<file path="src/rtl/phase_err_pkg.sv">
package phase_err_pkg;
    typedef enum logic [1:0] {
        PAIR_EMPTY = 2'd0,
        PAIR_REF   = 2'd1,
        PAIR_LOC   = 2'd2
    } pair_state_e;
endpackage

</file>
<file path="src/rtl/tag_pairer.sv">
module tag_pairer
    import phase_err_pkg::*;
#(
    parameter int TAG_W = 14
) (
    input  logic             clk,
    input  logic             rst_n,
    input  logic             clr,
    input  logic             ref_vld,
    input  logic [TAG_W-1:0] ref_tag,
    input  logic             loc_vld,
    input  logic [TAG_W-1:0] loc_tag,
    output logic             fire,
    output logic [TAG_W-1:0] ref_out,
    output logic [TAG_W-1:0] loc_out
);
    pair_state_e state, state_nx;
    logic [TAG_W-1:0] ref_hold, loc_hold;

    always_ff @(posedge clk) begin
        if (!rst_n) begin
            state    <= PAIR_EMPTY;
            ref_hold <= '0;
            loc_hold <= '0;
        end else begin
            state <= state_nx;
            if (ref_vld) ref_hold <= ref_tag;
            if (loc_vld) loc_hold <= loc_tag;
        end
    end

    always_comb begin
        state_nx = state;
        fire     = 1'b0;
        unique case (state)
            PAIR_EMPTY: begin
                if (ref_vld && loc_vld) fire = 1'b1;
                else if (ref_vld)       state_nx = PAIR_REF;
                else if (loc_vld)       state_nx = PAIR_LOC;
            end
            PAIR_REF: begin
                if (loc_vld) begin
                    fire     = 1'b1;
                    state_nx = PAIR_EMPTY;
                end
            end
            PAIR_LOC: begin
                if (ref_vld) begin
                    fire     = 1'b1;
                    state_nx = PAIR_EMPTY;
                end
            end
            default: state_nx = PAIR_EMPTY;
        endcase
        if (clr) begin
            fire     = 1'b0;
            state_nx = PAIR_EMPTY;
        end
    end

    assign ref_out = ref_vld ? ref_tag : ref_hold;
    assign loc_out = loc_vld ? loc_tag : loc_hold;

    AST_FIRE_EMPTIES: assert property (@(posedge clk) disable iff (!rst_n)
        fire |=> state == PAIR_EMPTY);
    AST_LONE_NO_FIRE: assert property (@(posedge clk) disable iff (!rst_n)
        (state == PAIR_EMPTY && (ref_vld != loc_vld)) |-> !fire);
endmodule

</file>
<file path="src/rtl/setpoint_ramp.sv">
module setpoint_ramp #(
    parameter int SP_W = 14
) (
    input  logic                   clk,
    input  logic                   rst_n,
    input  logic                   clr,
    input  logic                   step,
    input  logic signed [SP_W-1:0] target,
    output logic signed [SP_W-1:0] sp
);
    localparam logic signed [SP_W-1:0] SP_ONE = {{(SP_W-1){1'b0}}, 1'b1};

    always_ff @(posedge clk) begin
        if (!rst_n)                     sp <= '0;
        else if (clr)                   sp <= target;
        else if (step && sp != target)  sp <= (sp < target) ? sp + SP_ONE : sp - SP_ONE;
    end

    AST_SP_ONE_LSB: assert property (@(posedge clk) disable iff (!rst_n)
        !clr |=> (sp == $past(sp) || sp == $past(sp) + SP_ONE || sp == $past(sp) - SP_ONE));
    AST_SP_HOLD: assert property (@(posedge clk) disable iff (!rst_n)
        (!clr && !step) |=> $stable(sp));
    AST_SP_CLR_LOAD: assert property (@(posedge clk) disable iff (!rst_n)
        clr |=> sp == $past(target));
endmodule

</file>
<file path="src/rtl/slip_tracker.sv">
module slip_tracker #(
    parameter int TAG_W = 14,
    parameter int CYC_W = 8
) (
    input  logic                           clk,
    input  logic                           rst_n,
    input  logic                           clr,
    input  logic                           fire,
    input  logic signed [TAG_W-1:0]        wrapped,
    output logic                           err_vld,
    output logic signed [CYC_W+TAG_W-1:0]  err_ext
);
    localparam int EXT_W  = CYC_W + TAG_W;
    localparam int HALF_I = 1 << (TAG_W - 1);
    localparam logic signed [CYC_W-1:0] CYC_ONE = {{(CYC_W-1){1'b0}}, 1'b1};

    logic signed [TAG_W-1:0] prev_w;
    logic                    have_prev;
    logic signed [CYC_W-1:0] cyc, cyc_nx;
    logic signed [TAG_W:0]   delta;
    logic                    slip_up, slip_dn;
    logic signed [EXT_W-1:0] ext_nx;

    always_comb begin
        delta   = {wrapped[TAG_W-1], wrapped} - {prev_w[TAG_W-1], prev_w};
        slip_up = have_prev && (delta < -HALF_I);
        slip_dn = have_prev && (delta > HALF_I);
        cyc_nx  = cyc;
        if (slip_up)      cyc_nx = cyc + CYC_ONE;
        else if (slip_dn) cyc_nx = cyc - CYC_ONE;
        ext_nx  = {cyc_nx, {TAG_W{1'b0}}} + {{CYC_W{wrapped[TAG_W-1]}}, wrapped};
    end

    always_ff @(posedge clk) begin
        if (!rst_n) begin
            prev_w    <= '0;
            have_prev <= 1'b0;
            cyc       <= '0;
            err_vld   <= 1'b0;
            err_ext   <= '0;
        end else if (clr) begin
            have_prev <= 1'b0;
            cyc       <= '0;
            err_vld   <= 1'b0;
        end else begin
            err_vld <= fire;
            if (fire) begin
                prev_w    <= wrapped;
                have_prev <= 1'b1;
                cyc       <= cyc_nx;
                err_ext   <= ext_nx;
            end
        end
    end

    AST_CYC_ONE_STEP: assert property (@(posedge clk) disable iff (!rst_n)
        !clr |=> (cyc == $past(cyc) || cyc == $past(cyc) + CYC_ONE || cyc == $past(cyc) - CYC_ONE));
    AST_FIRST_NO_SLIP: assert property (@(posedge clk) disable iff (!rst_n)
        (fire && !have_prev && !clr) |=> cyc == $past(cyc));
    AST_CLR_ZERO_CYC: assert property (@(posedge clk) disable iff (!rst_n)
        clr |=> (cyc == '0 && !have_prev));
endmodule

</file>
<file path="src/rtl/phase_err_unit.sv">
module phase_err_unit #(
    parameter int TAG_W = 14,
    parameter int CYC_W = 8
) (
    input  logic                          clk,
    input  logic                          rst_n,
    input  logic                          clr,
    input  logic                          ref_vld,
    input  logic [TAG_W-1:0]              ref_tag,
    input  logic                          loc_vld,
    input  logic [TAG_W-1:0]              loc_tag,
    input  logic [TAG_W-1:0]              sp_target,
    output logic [TAG_W-1:0]              sp_applied,
    output logic                          err_vld,
    output logic [CYC_W+TAG_W-1:0]        err_ext
);
    localparam int EXT_W = CYC_W + TAG_W;

    logic                    fire;
    logic [TAG_W-1:0]        ref_sel, loc_sel;
    logic signed [TAG_W-1:0] sp_cur;
    logic signed [TAG_W-1:0] wrapped;
    logic signed [EXT_W-1:0] ext_s;

    tag_pairer #(.TAG_W(TAG_W)) u_pair (
        .clk(clk), .rst_n(rst_n), .clr(clr),
        .ref_vld(ref_vld), .ref_tag(ref_tag),
        .loc_vld(loc_vld), .loc_tag(loc_tag),
        .fire(fire), .ref_out(ref_sel), .loc_out(loc_sel)
    );

    setpoint_ramp #(.SP_W(TAG_W)) u_ramp (
        .clk(clk), .rst_n(rst_n), .clr(clr), .step(fire),
        .target($signed(sp_target)), .sp(sp_cur)
    );

    assign wrapped = $signed(ref_sel - loc_sel - $unsigned(sp_cur));

    slip_tracker #(.TAG_W(TAG_W), .CYC_W(CYC_W)) u_slip (
        .clk(clk), .rst_n(rst_n), .clr(clr), .fire(fire),
        .wrapped(wrapped), .err_vld(err_vld), .err_ext(ext_s)
    );

    assign err_ext    = $unsigned(ext_s);
    assign sp_applied = $unsigned(sp_cur);

    AST_VLD_AFTER_PAIR: assert property (@(posedge clk) disable iff (!rst_n)
        err_vld |-> $past(fire));
    AST_CLR_QUIET: assert property (@(posedge clk) disable iff (!rst_n)
        clr |=> !err_vld);
    AST_VLD_PULSE: assert property (@(posedge clk) disable iff (!rst_n)
        (err_vld && !$past(ref_vld && loc_vld)) |=> !err_vld);
endmodule

</file>
<file path="config.mk">
export PLATFORM = sky130hd
export DESIGN_NAME = phase_err_unit
export DESIGN_NICKNAME = d
export VERILOG_FILES = /design/src/rtl/phase_err_pkg.sv /design/src/rtl/tag_pairer.sv /design/src/rtl/setpoint_ramp.sv /design/src/rtl/slip_tracker.sv /design/src/rtl/phase_err_unit.sv
export SDC_FILE = /design/constraint.sdc
export NUM_CORES = 1
export LEC_CHECK = 0
export BUFFER_PORTS_ARGS = -buffer_cell sky130_fd_sc_hd__buf_2
export CORE_ASPECT_RATIO = 0.5
export CORE_UTILIZATION = 25
export DETAILED_ROUTE_END_ITERATION = 12
export HOLD_SLACK_MARGIN = 0.02
export PLACE_DENSITY_LB_ADDON = 0.2
export RECOVER_POWER = 100
export SETUP_SLACK_MARGIN = 0.4
export SYNTH_ARGS = -nofsm -noshare
export SYNTH_HDL_FRONTEND = slang
export SYNTH_HIERARCHICAL = 1
export SYNTH_SLANG_ARGS = --single-unit
</file>
<file path="constraint.sdc">
create_clock -name clk -period 8 [get_ports clk]
set_input_delay 0.4 -clock clk [delete_from_list [all_inputs] [get_ports clk]]
set_output_delay 0.4 -clock clk [all_outputs]
set_load 0.02 [all_outputs]
</file>
==> load_flow_metrics.sql <==
INSERT INTO impl_metrics (metric_group, metric, value, unit) VALUES
('clock_tree', 'clock_latency', '0.36', 'ns'),
('timing', 'setup_ws', '0.7196', 'ns'),
('floorplan', 'start_util', '26.00', '%'),
('global_routing', 'grt_pass1_wl', '31.21', 'mm'),
('job', 'maxCapViolCount', '1', ''),
('placement', 'gp_routability_congestion', '0.8068', ''),
('timing', 'timing.hold.ws', '0.2902', 'ns'),
('synthesis', 'synth_area_leader_cell', 'sky130_fd_sc_hd__dfxtp_1', ''),
('synthesis', 'syn-num-nets', '920', ''),
('timing', 'final_critical_period', '7.280', 'ns'),
('timing', 'fin_crit_share', '91.01', '%'),
('route', 'routed_wirelength', '19.24', 'mm'),
('worst_setup_path', 'critical_path_peak_fanout', '12', ''),
('placement', 'io_buffers', '83', ''),
('clock_tree', 'ctsHtreeMaxLevel', '3', ''),
('timing', 'tightestPinTransition', '3.090', 'ns'),
('synthesis', 'seq_area_frac_synth', '22.77', '%'),
('floorplan', 'chipHeight', '117.6', 'µm'),
('synthesis', 'yosysWarnings', '6', ''),
('finish', 'drive_gt1_share', '14.01', '%'),
('timing', 'fmax', '137.4', 'MHz'),
('synthesis', 'async_reset_ff_share', '0', '%'),
('route', 'first_iter_violations', '341', ''),
('clock_tree', 'clkSlewWorstSetupHoldPaths', '0.06', 'ns'),
('floorplan', 'area_of_the_die', '27430', 'µm²'),
('worst_setup_path', 'worst_ep_required_time', '8.30', 'ns'),
('synthesis', 'synth.ff_latch_count', '76', ''),
('clock_tree', 'tritoncts', 'done', ''),
('worst_setup_path', 'r2r-end', 'u_slip/err_ext[21]', ''),
('floorplan', 'core_region_area', '25700', 'µm²'),
('synthesis', 'fraction_of_synthesized_cell_area_taken_by_the_top_area_cell_type', '22.77', '%'),
('finish', 'num-nets-final', '990', ''),
('synthesis', 'synth-edff-count', '0', ''),
('pwr', 'cellLeakagePower', '3.155', 'nW'),
('worst_setup_path', 'worstSetupEndpointType', 'flop', ''),
('placement', 'dp_hpwl', '14.54', 'mm'),
('synthesis', 'synthTopCellsByCount', '85 x sky130_fd_sc_hd__nand2_1, 76 x sky130_fd_sc_hd__dfxtp_1, 74 x sky130_fd_sc_hd__inv_1', ''),
('status', 'outcome', 'complete, but fails checks', ''),
('synthesis', 'synthesis.instances', '805', ''),
('timing', 'maxSlewViolCount', '84', ''),
('route', 'via_count', '6004', ''),
('timing', 'unrepaired_setup_endpoints_after_global_routing', 'no', ''),
('pwr', 'power-per-cell-area', '272.1', 'nW/µm²'),
('placement', 'dpl_worst_slack', '0.3588', 'ns'),
('synthesis', 'synth.distinct_cells', '81', ''),
('floorplan', 'rows', '41', ''),
('global_routing', 'grt_start_max_net_pins', '84', ''),
('clock_tree', 'clk_root_buffer_cell', 'sky130_fd_sc_hd__clkbuf_16', ''),
('timing', 'finalSetupTns', '0', 'ns'),
('timing', 'relSlewSlack', '-106.0', '%'),
('clock_tree', 'clock_tree.buffer_depth', '2', ''),
('route', 'final_routed_wire_length_divided_by_cell_count', '15.75', 'µm'),
('clock_tree', 'cts-buffers-inserted', '9', ''),
('finish', 'finish.utilization', '29.68', '%'),
('route', 'detail_route.drc_violations', '0', ''),
('global_routing', 'track_usage', '14.32', '%'),
('clock_tree', 'tritoncts_num_sinks', '76', ''),
('worst_setup_path', 'critical_path.startpoint_type', 'flop', ''),
('worst_setup_path', 'cp.arrival', '7.58', 'ns'),
('synthesis', 'post_synth.cell_area_avg', '8.301', 'µm²'),
('pwr', 'vdd.ir_drop.worst', '134.0', 'µV'),
('synthesis', 'post_synth_instance_area', '6683', 'µm²'),
('timing', 'setup_viol', '0', ''),
('worst_setup_path', 'reg2reg_slack', '0.72', 'ns'),
('worst_setup_path', 'setup.worst_path.end', 'u_slip/err_ext[21]', ''),
('status', 'failed_checks', 'capacitance limit, slew limit', ''),
('floorplan', 'pin_count', '84', ''),
('route', 'route.antenna.remaining_nets', '0', ''),
('timing', 'finClkSkew', '0.01091', 'ns'),
('timing', 'hold_viol_final', '0', ''),
('worst_setup_path', 'worstRegToRegCells', '24', '');
[kinds of logic (layout without fill, tap and decap cells)]
logic type,Yosys count,after routing,synth area share [%]
buf+inv,112,185,7.321
fa+ha+maj,68,68,14.42
xor+xnor,35,35,4.587
compound gates,178,178,19.04
simple gates,290,290,23.53
flops,76,76,22.77
mux,46,46,8.332
[per-layer routing]
| layer | GRT usage, % | wire length [µm] | vias to the layer above |
|---|---|---|---|
| li1 | - | - | 3021 |
| met4 | 4.208 | 278 | 0 |
| met1 | 18.75 | 9210 | 2869 |
| met3 | 2.834 | 559 | 17 |
| met2 | 23.59 | 9194 | 97 |
| met5 | 0 | 0 | - |
[worst max-delay path, stage by stage, from the launching register on]
cell                       delay, ns
sky130_fd_sc_hd__dfxtp_1        0.58
sky130_fd_sc_hd__inv_1          0.13
sky130_fd_sc_hd__fa_1           0.49
sky130_fd_sc_hd__ha_1           0.37
sky130_fd_sc_hd__a21o_2         0.14
sky130_fd_sc_hd__a31oi_1        0.13
sky130_fd_sc_hd__and2_4         0.21
sky130_fd_sc_hd__o41ai_1        0.42
sky130_fd_sc_hd__xnor2_1        0.18
sky130_fd_sc_hd__clkbuf_1       0.54
sky130_fd_sc_hd__ha_1           0.39
sky130_fd_sc_hd__or4_1          0.53
sky130_fd_sc_hd__o221a_1        0.26
sky130_fd_sc_hd__o21ai_2        0.08
sky130_fd_sc_hd__o221ai_2       0.27
sky130_fd_sc_hd__or3_1          0.47
sky130_fd_sc_hd__o21ai_0        0.26
sky130_fd_sc_hd__xor2_1         0.20
sky130_fd_sc_hd__ha_1           0.30
sky130_fd_sc_hd__nand2_1        0.08
sky130_fd_sc_hd__o21ai_0        0.11
sky130_fd_sc_hd__o41ai_1        0.36
sky130_fd_sc_hd__xnor2_1        0.16
sky130_fd_sc_hd__or4_1          0.49
sky130_fd_sc_hd__nand3_1        0.09
[cell type report]
class / count / area [µm²] / area share (%)
Multi-Input combinational cell: 617 / 4652 / 60.99
Clock buffer: 10 / 239.0 / 3.133
Clock inverter: 4 / 51.30 / 0.6726
Tap cell: 344 / 430.4 / 5.643
Timing Repair Buffer: 96 / 451.7 / 5.922
Inverter: 75 / 281.5 / 3.691
Sequential cell: 76 / 1521 / 19.95
[cell usage in the layout (no fill, tap or decap), types with 16 or more instances in the layout]
master	synthesis	final
sky130_fd_sc_hd__xnor2_1	21	21
sky130_fd_sc_hd__nor3_1	16	16
sky130_fd_sc_hd__mux2_4	16	16
sky130_fd_sc_hd__mux2i_1	17	17
sky130_fd_sc_hd__inv_1	74	74
sky130_fd_sc_hd__dfxtp_1	76	76
sky130_fd_sc_hd__nand3_1	23	23
sky130_fd_sc_hd__ha_1	53	53
sky130_fd_sc_hd__nor2_1	34	34
sky130_fd_sc_hd__and2_1	29	16
sky130_fd_sc_hd__a21oi_1	30	30
sky130_fd_sc_hd__a21boi_0	19	19
sky130_fd_sc_hd__buf_2	8	52
sky130_fd_sc_hd__nand2_1	85	85
sky130_fd_sc_hd__o21ai_0	24	25
sky130_fd_sc_hd__clkbuf_1	22	37
[flip-flops by register name (all words and copies together) (netlist names)]
register and flops:
u_pair/loc_hold 14, u_pair/ref_hold 14, u_pair/state 2, u_ramp/sp 14
u_slip/cyc 8, u_slip/err_ext 22, u_slip/err_vld 1, u_slip/have_prev 1
[timing repair]
action	in CTS	in global routing
endpoints found under the hold margin	0	0
setup endpoints to repair	0	2
hold buffers	0	0
gates resized for setup	0	5
[metrics by stage]
| step | total power [mW] | area (µm²) |
|---|---|---|
| detailed placement | 1.657 | 7418 |
| global route | 2.258 | 7627 |
| global placement | 1.666 | 7418 |
| finish | 2.075 | 7627 |
| CTS | 2.097 | 7709 |
| floorplan | 1.373 | 6683 |
[worst min path at each step]
stage	slack, ns	endpoint	start	cells past startpoint
after floorplan	0.44	u_pair/state[1]	u_pair/state[0]	1
after global placement	0.45	u_pair/state[1]	u_pair/state[0]	1
after detailed placement	0.46	u_slip/err_ext[18]	u_slip/err_ext[18]	2
after CTS	0.27	u_ramp/sp[12]	sp_target[12]	3
after global routing	0.30	u_ramp/sp[12]	sp_target[12]	3
final	0.29	u_ramp/sp[12]	sp_target[12]	3
[power breakdown]
group / switching, mW / internal, mW / total [mW]
registers: 0.0218 / 0.402 / 0.423
clock network: 0.174 / 0.247 / 0.420
logic: 0.746 / 0.485 / 1.23
total: 0.942 / 1.13 / 2.08
Note: power is estimated with default switching activity, not from simulation.
